<file path="config.mk">
export PLATFORM = sky130hd
export DESIGN_NAME = scfg_loader
export DESIGN_NICKNAME = d
export VERILOG_FILES = /design/src/rtl/scfg_pkg.sv /design/src/rtl/scfg_sync.sv /design/src/rtl/scfg_shifter.sv /design/src/rtl/scfg_latch_bank.sv /design/src/rtl/scfg_loader.sv
export SDC_FILE = /design/constraint.sdc
export NUM_CORES = 1
export LEC_CHECK = 0
export BUFFER_PORTS_ARGS = -buffer_cell sky130_fd_sc_hd__buf_2
export CAP_MARGIN = 20
export CELL_PAD_IN_SITES_DETAIL_PLACEMENT = 0
export CELL_PAD_IN_SITES_GLOBAL_PLACEMENT = 2
export CORE_ASPECT_RATIO = 0.7
export CORE_MARGIN = 2
export CORE_UTILIZATION = 34
export DETAILED_ROUTE_END_ITERATION = 16
export GPL_TIMING_DRIVEN = 0
export PLACE_DENSITY_LB_ADDON = 0.25
export SYNTH_ARGS = -nofsm -noshare
export SYNTH_HDL_FRONTEND = slang
export SYNTH_SLANG_ARGS = --single-unit
</file>
<file path="constraint.sdc">
create_clock -name clk -period 2.5 [get_ports clk]
set_input_delay 0.5 -clock clk [delete_from_list [all_inputs] [get_ports clk]]
set_output_delay 0.5 -clock clk [all_outputs]
set_load 0.02 [all_outputs]
</file>
<file path="src/rtl/scfg_pkg.sv">
// Shared sizes and types for the serial configuration loader.
// Assumes a word holds a payload above a small address field in its low bits.
package scfg_pkg;
    localparam int WORD_W  = 21;
    localparam int ADDR_W  = 2;
    localparam int NREG    = 1 << ADDR_W;
    localparam int PAY_W   = WORD_W - ADDR_W;
    localparam int SYNC_N  = 2;

    typedef logic [PAY_W-1:0]  payload_t;
    typedef logic [ADDR_W-1:0] addr_t;
endpackage

</file>
<file path="src/rtl/scfg_sync.sv">
// Multi-bit synchronizer chain: carries asynchronous level inputs into the clk
// domain through STAGES flops. Assumes each input bit is treated independently.
module scfg_sync #(
    parameter int W      = 1,
    parameter int STAGES = 2
) (
    input  logic         clk,
    input  logic         rst_n,
    input  logic [W-1:0] d,
    output logic [W-1:0] q
);
    logic [STAGES-1:0][W-1:0] stg;

    // Shift each input through the synchronizer stages.
    always_ff @(posedge clk) begin
        if (!rst_n) begin
            stg <= '0;
        end else begin
            stg[0] <= d;
            for (int s = 1; s < STAGES; s++) begin
                stg[s] <= stg[s-1];
            end
        end
    end

    assign q = stg[STAGES-1];
endmodule

</file>
<file path="src/rtl/scfg_shifter.sv">
// Serial shift register with a data-out tap. Shifts on a rising edge of the
// synchronized serial clock and captures the top bit on a falling edge.
// Assumes clk_s and din_s passed through synchronizers of the same depth.
module scfg_shifter #(
    parameter int WORD_W = 21
) (
    input  logic              clk,
    input  logic              rst_n,
    input  logic              clk_s,
    input  logic              din_s,
    input  logic              tap_en,
    output logic [WORD_W-1:0] word,
    output logic              dout
);
    logic clk_prev;
    logic rise_ev;
    logic fall_ev;
    logic tap_q;

    // Keep the previous serial clock level for edge detection.
    always_ff @(posedge clk) begin
        if (!rst_n) clk_prev <= 1'b0;
        else        clk_prev <= clk_s;
    end

    assign rise_ev =  clk_s && !clk_prev;
    assign fall_ev = !clk_s &&  clk_prev;

    // Shift the new bit into position 0 on each serial rising edge.
    always_ff @(posedge clk) begin
        if (!rst_n)       word <= '0;
        else if (rise_ev) word <= {word[WORD_W-2:0], din_s};
    end

    // Capture the top shift bit on each serial falling edge.
    always_ff @(posedge clk) begin
        if (!rst_n)       tap_q <= 1'b0;
        else if (fall_ev) tap_q <= word[WORD_W-1];
    end

    assign dout = tap_q && tap_en;
endmodule

</file>
<file path="src/rtl/scfg_latch_bank.sv">
// Bank of addressed holding registers with per-register update strobes.
// Detects the rising edge of synchronized load enable and writes the payload
// into the register picked by the address field. Assumes stable word on load.
module scfg_latch_bank #(
    parameter int ADDR_W = 2,
    parameter int PAY_W  = 19,
    localparam int NREG  = 1 << ADDR_W
) (
    input  logic                       clk,
    input  logic                       rst_n,
    input  logic                       load_s,
    input  logic [ADDR_W-1:0]          addr,
    input  logic [PAY_W-1:0]           payload,
    output logic [NREG-1:0][PAY_W-1:0] cfg_q,
    output logic [NREG-1:0]            upd_stb
);
    logic            load_prev;
    logic            load_rise;
    logic [NREG-1:0] sel;

    // Keep the previous load level for edge detection.
    always_ff @(posedge clk) begin
        if (!rst_n) load_prev <= 1'b0;
        else        load_prev <= load_s;
    end

    assign load_rise = load_s && !load_prev;

    // Decode the address into a one-hot write select.
    always_comb begin
        sel = '0;
        if (load_rise) sel[addr] = 1'b1;
    end

    for (genvar i = 0; i < NREG; i++) begin : g_reg
        logic [PAY_W-1:0] val_r;
        logic             stb_r;

        // Hold one register's payload and pulse its strobe on a write.
        always_ff @(posedge clk) begin
            if (!rst_n) begin
                val_r <= '0;
                stb_r <= 1'b0;
            end else begin
                stb_r <= sel[i];
                if (sel[i]) val_r <= payload;
            end
        end

        assign cfg_q[i]   = val_r;
        assign upd_stb[i] = stb_r;
    end
endmodule

</file>
<file path="src/rtl/scfg_loader.sv">
// Top of the serial configuration loader: synchronizes the three serial
// inputs, shifts words in and routes each payload to an addressed register.
// Assumes ser_clk stays in each phase for at least four clk cycles.
module scfg_loader #(
    parameter int WORD_W  = scfg_pkg::WORD_W,
    parameter int ADDR_W  = scfg_pkg::ADDR_W,
    parameter int SYNC_N  = scfg_pkg::SYNC_N,
    localparam int NREG   = 1 << ADDR_W,
    localparam int PAY_W  = WORD_W - ADDR_W
) (
    input  logic                       clk,
    input  logic                       rst_n,
    input  logic                       ser_clk,
    input  logic                       ser_din,
    input  logic                       ser_load,
    input  logic                       dout_en,
    output logic                       dout,
    output logic [NREG-1:0][PAY_W-1:0] cfg_q,
    output logic [NREG-1:0]            upd_stb
);
    logic [2:0]        sync_q;
    logic [WORD_W-1:0] word;

    scfg_sync #(.W(3), .STAGES(SYNC_N)) u_sync (
        .clk   (clk),
        .rst_n (rst_n),
        .d     ({ser_load, ser_din, ser_clk}),
        .q     (sync_q)
    );

    scfg_shifter #(.WORD_W(WORD_W)) u_shift (
        .clk    (clk),
        .rst_n  (rst_n),
        .clk_s  (sync_q[0]),
        .din_s  (sync_q[1]),
        .tap_en (dout_en),
        .word   (word),
        .dout   (dout)
    );

    scfg_latch_bank #(.ADDR_W(ADDR_W), .PAY_W(PAY_W)) u_bank (
        .clk     (clk),
        .rst_n   (rst_n),
        .load_s  (sync_q[2]),
        .addr    (word[ADDR_W-1:0]),
        .payload (word[WORD_W-1:ADDR_W]),
        .cfg_q   (cfg_q),
        .upd_stb (upd_stb)
    );
endmodule

</file>
# After elaboration in Yosys (flattened, before gate mapping)
# Cells that the tools add are included.
[word_totals]
ff_bits = 110
inputBits = 6
[classes]
order_cmp = 2
mux = 3
n_reduce_logical = 8
[op_table]
columns = ["op", "count"]
rows = [
  ["logical AND 1 bit", 5],
  ["two-way mux 4 bit", 1],
  ["zero test 1 bit", 3],
  ["< comparator 2 x 3 -> 1 bit (second input constant)", 1],
  ["demux 1 bit (select 2 bit)", 1],
  ["greater-or-equal comparator 2 x 1 -> 1 bit (second input constant)", 1],
  ["two-way mux 1 bit", 1],
]

# Depth between registers and ports, before layout
[depth]
word_depth = 5
depth_mapped = 5
depth_no_buf = 3

# By module
# A second synthesis with hierarchy kept.
[unflattened]
hier_cells = 377
hier_area_um2 = 4023.9
[by_module_without_submodules]
columns = ["module", "n_inst", "cells_per_inst", "area_per_inst_um2", "seq_area_each_um2"]
rows = [
  ["scfg_latch_bank", 1, 285, 2979.1, 1621.6],
  ["scfg_shifter", 1, 77, 864.6, 460.4],
  ["scfg_sync", 1, 15, 180.2, 120.1],
]

# Worst setup path before layout
# No wires, ideal clock.
[synth_path]
kind = "register to register"
from = "register u_shift.word[0]"
to = "register u_bank.g_reg[0].val_r[10]"
setup_time_ns = 0.120
arrival_time_ns = 1.265
t_required_ns = 2.380
setup_slack_ns = 1.116
stages_incl_launch_ff = 6
n_path_buf = 2
period_less_slack_ns = 1.384
path_cell_list = "dfxtp_1 or4b_4 buf_6 buf_12 nand3_2 o21ai_2"
[synth_via]
elab_chain_len = 5
elab_cells_between_ends = 6
classes_between = "order compare: 2; mux: 3; reduce/logical: 1"
[synth_rtl]
columns = ["element", "line", "text"]
rows = [
  ["start: declaration", "scfg_shifter.sv:12", "output logic [WORD_W-1:0] word,"],
  ["start signal: assignment", "scfg_shifter.sv:32", "else if (rise_ev) word <= {word[WORD_W-2:0], din_s};"],
  ["< comparator 2 x 3 -> 1 bit (implied by the code) / greater-or-equal comparator 2 x 1 -> 1 bit (equally long branches)", "scfg_latch_bank.sv:32", "if (load_rise) sel[addr] = 1'b1;"],
  ["logical AND 1 bit (implied by the code)", "scfg_latch_bank.sv:32", ""],
  ["two-way mux 1 bit (implied by the code)", "scfg_latch_bank.sv:32", ""],
  ["demux 1 bit (select 2 bit) (*)", "-", ""],
  ["two-way mux 4 bit (*)", "scfg_latch_bank.sv:32", ""],
  ["end signal: assignment", "scfg_latch_bank.sv:46", "if (sel[i]) val_r <= payload;"],
  ["end: declaration", "scfg_latch_bank.sv:36", "logic [PAY_W-1:0] val_r;"],
]
# Mark *: on every way between the ends. The rest lies on a longest branch, timed or not.
# A chain may end at the register's enable or synchronous reset.

# Final worst setup path
[layout_path]
from = "register u_shift.word[0]"
to = "register u_bank.g_reg[3].val_r[9]"
[layout_via]
elab_chain_len = 5
elab_cells_between_ends = 6
classes_between = "order compare: 2; mux: 3; reduce/logical: 1"
[layout_rtl]
columns = ["element", "line"]
rows = [
  ["< comparator 2 x 3 -> 1 bit (implied by the code) / greater-or-equal comparator 2 x 1 -> 1 bit (equally long branches)", "scfg_latch_bank.sv:32"],
  ["logical AND 1 bit (implied by the code)", "scfg_latch_bank.sv:32"],
  ["two-way mux 1 bit (implied by the code)", "scfg_latch_bank.sv:32"],
  ["demux 1 bit (select 2 bit) (*)", "-"],
  ["two-way mux 4 bit (*)", "scfg_latch_bank.sv:32"],
  ["end signal: assignment", "scfg_latch_bank.sv:46"],
  ["end: declaration", "scfg_latch_bank.sv:36"],
]
# Marks and branches as above.

==> run metrics <==
DRC violations left 0; syn_area_per_cell 9.223 sq um; area leader, netlist sky130_fd_sc_hd__dfxtp_1; biggest area contributors in the synthesized netlist sky130_fd_sc_hd__dfxtp_1 59%, sky130_fd_sc_hd__nand3_1 8.9%, sky130_fd_sc_hd__o21ai_0 8.2%; type of element capturing the critical path flop; Die X 129.1 um; worst slew margin relative to its limit 0.5629; Layout Cell Area excl Fill 4666 sq um; Final Cycle Share 0.6205; DP Area 4342 sq um; worst clock skew on the final layout 6.965 ps; maximum resistive drop on vdd 339.2 uV; number of synthesized flops with an enable pin 0; relative area change from synthesis to final layout 25.22%; Starting Density 0.3545; H-tree level count 3; leakage component of the power 1.862 nW; Cell Count Post-Placement 638; Floorplan Core Area 10510 sq um; cell family with the largest share of critical-path delay buffers and inverters; largest buffer count on any clock path 2; grt ovf 0; number of vias after detailed routing 3155; Max Transition Viols Final 0; Synth Cell Area 3726 sq um; count of buffering cells on the critical path with inverters included 2; Yosys Warn Count 0; Layout Utilization 0.4439; Final nets 507; CTS root buf sky130_fd_sc_hd__clkbuf_16; First-pass DRT Iterations 4; antenna-violating nets left 0; hpwl dp 7446 um; total area of multi-input combinational cells 1331 sq um; total nets after synthesis 410; number of top-level pins 87; unrepaired setup endpoints after global routing false; cell chain of the critical path nand4b_1, buf_2, buf_1, nand3_1, o21ai_0; worst endpoint required time 2760 ps; Worst-Skew Late Latency 350 ps; Die Ht 91.59 um; All-Layer GR Usage 0.1729; ratio of cells with drive above 1 in the final layout 0.2708; number of antenna violations at the first check in global routing 0; mean routed wirelength per cell 15.54 um; data arrival time at the worst-slack endpoint 1810 ps; most frequent cell after synthesis sky130_fd_sc_hd__dfxtp_1; worst-margin pin slew 655.7 ps; most frequently used flop master after synthesis sky130_fd_sc_hd__dfxtp_1; 1st-iter DRT viols 180; Setup TNS Final 0 ps; minimum period implied by the final worst setup slack 1551 ps; hold buffer count at CTS 0; via density per instance 4.824; CTS resizes 0; TritonCTS clock tree yes; most instantiated cells after synthesis 110 x sky130_fd_sc_hd__dfxtp_1, 66 x sky130_fd_sc_hd__nand3_1, 61 x sky130_fd_sc_hd__nand2_1, 61 x sky130_fd_sc_hd__o21ai_0, 21 x sky130_fd_sc_hd__a21oi_1; Clock Sink Count 110; Max Clock Freq 644.6 MHz; clock transition at the register clock pins on the worst setup and hold paths after CTS 70 ps; fill cell count 1063; number of buffers inserted during clock tree synthesis 9; portion of synthesized cell area occupied by the leading cell type 0.5910; die outline area 11830 sq um; slowest cell on the critical path sky130_fd_sc_hd__buf_1; non-filler instance count after layout 654; flip-flop and latch count after synthesis 110; classification of the worst setup path flop to flop; Finish-stage setup viols 0; critical path startpoint category flop; Row Count 31; routability cong. 0.7860; HP Class input pin to flop; asr flop ratio synth 0; Worst path max stage delay 450 ps; hold violation total from the final report 0; number of port buffers 86; PwrDens 727.4 nW/um^2; Post-CTS Repair Setup Buffers 0; post-synthesis cell type count 24; total area of sequential cells 2202 sq um; # Max-Cap Violations 0; Total Wirelength 10160 um; number of cells produced by synthesis 404; Critical Path Fanout Max 10; worst hold margin 359.0 ps; outcome complete, no violations; sequential-to-total area share from yosys stat 0.5910; number of global-route vias before repair 2943; Inserted Diodes 0; first-pass GRT wire length 15550 um; maximum number of pins on one net before global-route repair 18
## final timing paths
path / to / cells past startpoint / slack [ps] / start
setup / recovery: u_bank.g_reg[3].val_r[9] / 5 / 950 / u_shift.word[0]
hold reg to reg: u_sync.q[2] / 1 / 430 / u_sync.stg[2]
setup reg to reg: u_bank.g_reg[3].val_r[9] / 5 / 950 / u_shift.word[0]
hold / removal: u_sync.stg[1] / 2 / 360 / ser_din
## report_power, final
part           switching, mW  leakage [nW]  internal, mW
clock network          0.644         0.156         0.908
logic                 0.0624         0.819        0.0198
registers            0.00279         0.887          1.76
## per-stage QoR
step | setup slack (ps) | total power, mW
6_report | 948.7 | 3.394
5_1_grt | 843.0 | 3.482
4_1_cts | 963.6 | 3.421
3_5_place_dp | 715.6 | 1.884
3_3_place_gp | 758.8 | 1.883
2_1_floorplan | 1116 | 1.855
## metal layers
layer  global-route usage  routed length, um  vias to the layer above
met5                    0                  0                        -
met4              0.04076                 97                        0
met3              0.04596                622                        8
met2               0.2548               4316                       76
met1               0.2506               5127                     1501
li1                     -                  -                     1570
## layout by cell type, fill, tap and decap left out, types with 2 or more instances in the layout
cell type                   count
sky130_fd_sc_hd__dfxtp_1      110
sky130_fd_sc_hd__buf_2         94
sky130_fd_sc_hd__nand3_1       66
sky130_fd_sc_hd__nand2_1       61
sky130_fd_sc_hd__o21ai_0       61
sky130_fd_sc_hd__a21oi_1       21
sky130_fd_sc_hd__clkbuf_1      20
sky130_fd_sc_hd__nand3_2       10
sky130_fd_sc_hd__o21ai_2       10
sky130_fd_sc_hd__and2_1         9
sky130_fd_sc_hd__clkbuf_16      9
sky130_fd_sc_hd__o21ai_1        5
sky130_fd_sc_hd__nor2_1         5
sky130_fd_sc_hd__buf_4          4
sky130_fd_sc_hd__buf_1          3
sky130_fd_sc_hd__nand2b_1       2
sky130_fd_sc_hd__nand4bb_1      2
sky130_fd_sc_hd__bufinv_16      2
## logic make-up after synthesis
family / after synthesis / synth area share
AO/OA/AOI/OAI: 97 / 0.1404
buffers and inverters: 38 / 0.05171
flip-flops: 110 / 0.5910
multiplexers: 1 / 0.002686
AND/OR/NAND/NOR: 158 / 0.2142
## state kept, by name, indices dropped and copies added (netlist names)
register	flops
u_bank.g.stb_r	4
u_sync.q	3
u_shift.clk_prev	1
u_shift.tap_q	1
u_shift.word	21
u_sync.stg	3
u_bank.load_prev	1
u_bank.g.val_r	76
## layout make-up
class	instances	area share
Buffer	37	0.04049
Multi-Input combinational cell	256	0.2853
Clock inverter	5	0.01743
Sequential cell	110	0.4720
Inverter	1	0.0008045
Clock buffer	11	0.05202
Timing Repair Buffer	86	0.09225
Tap cell	148	0.03969
Note: power is estimated with default switching activity, not from simulation.
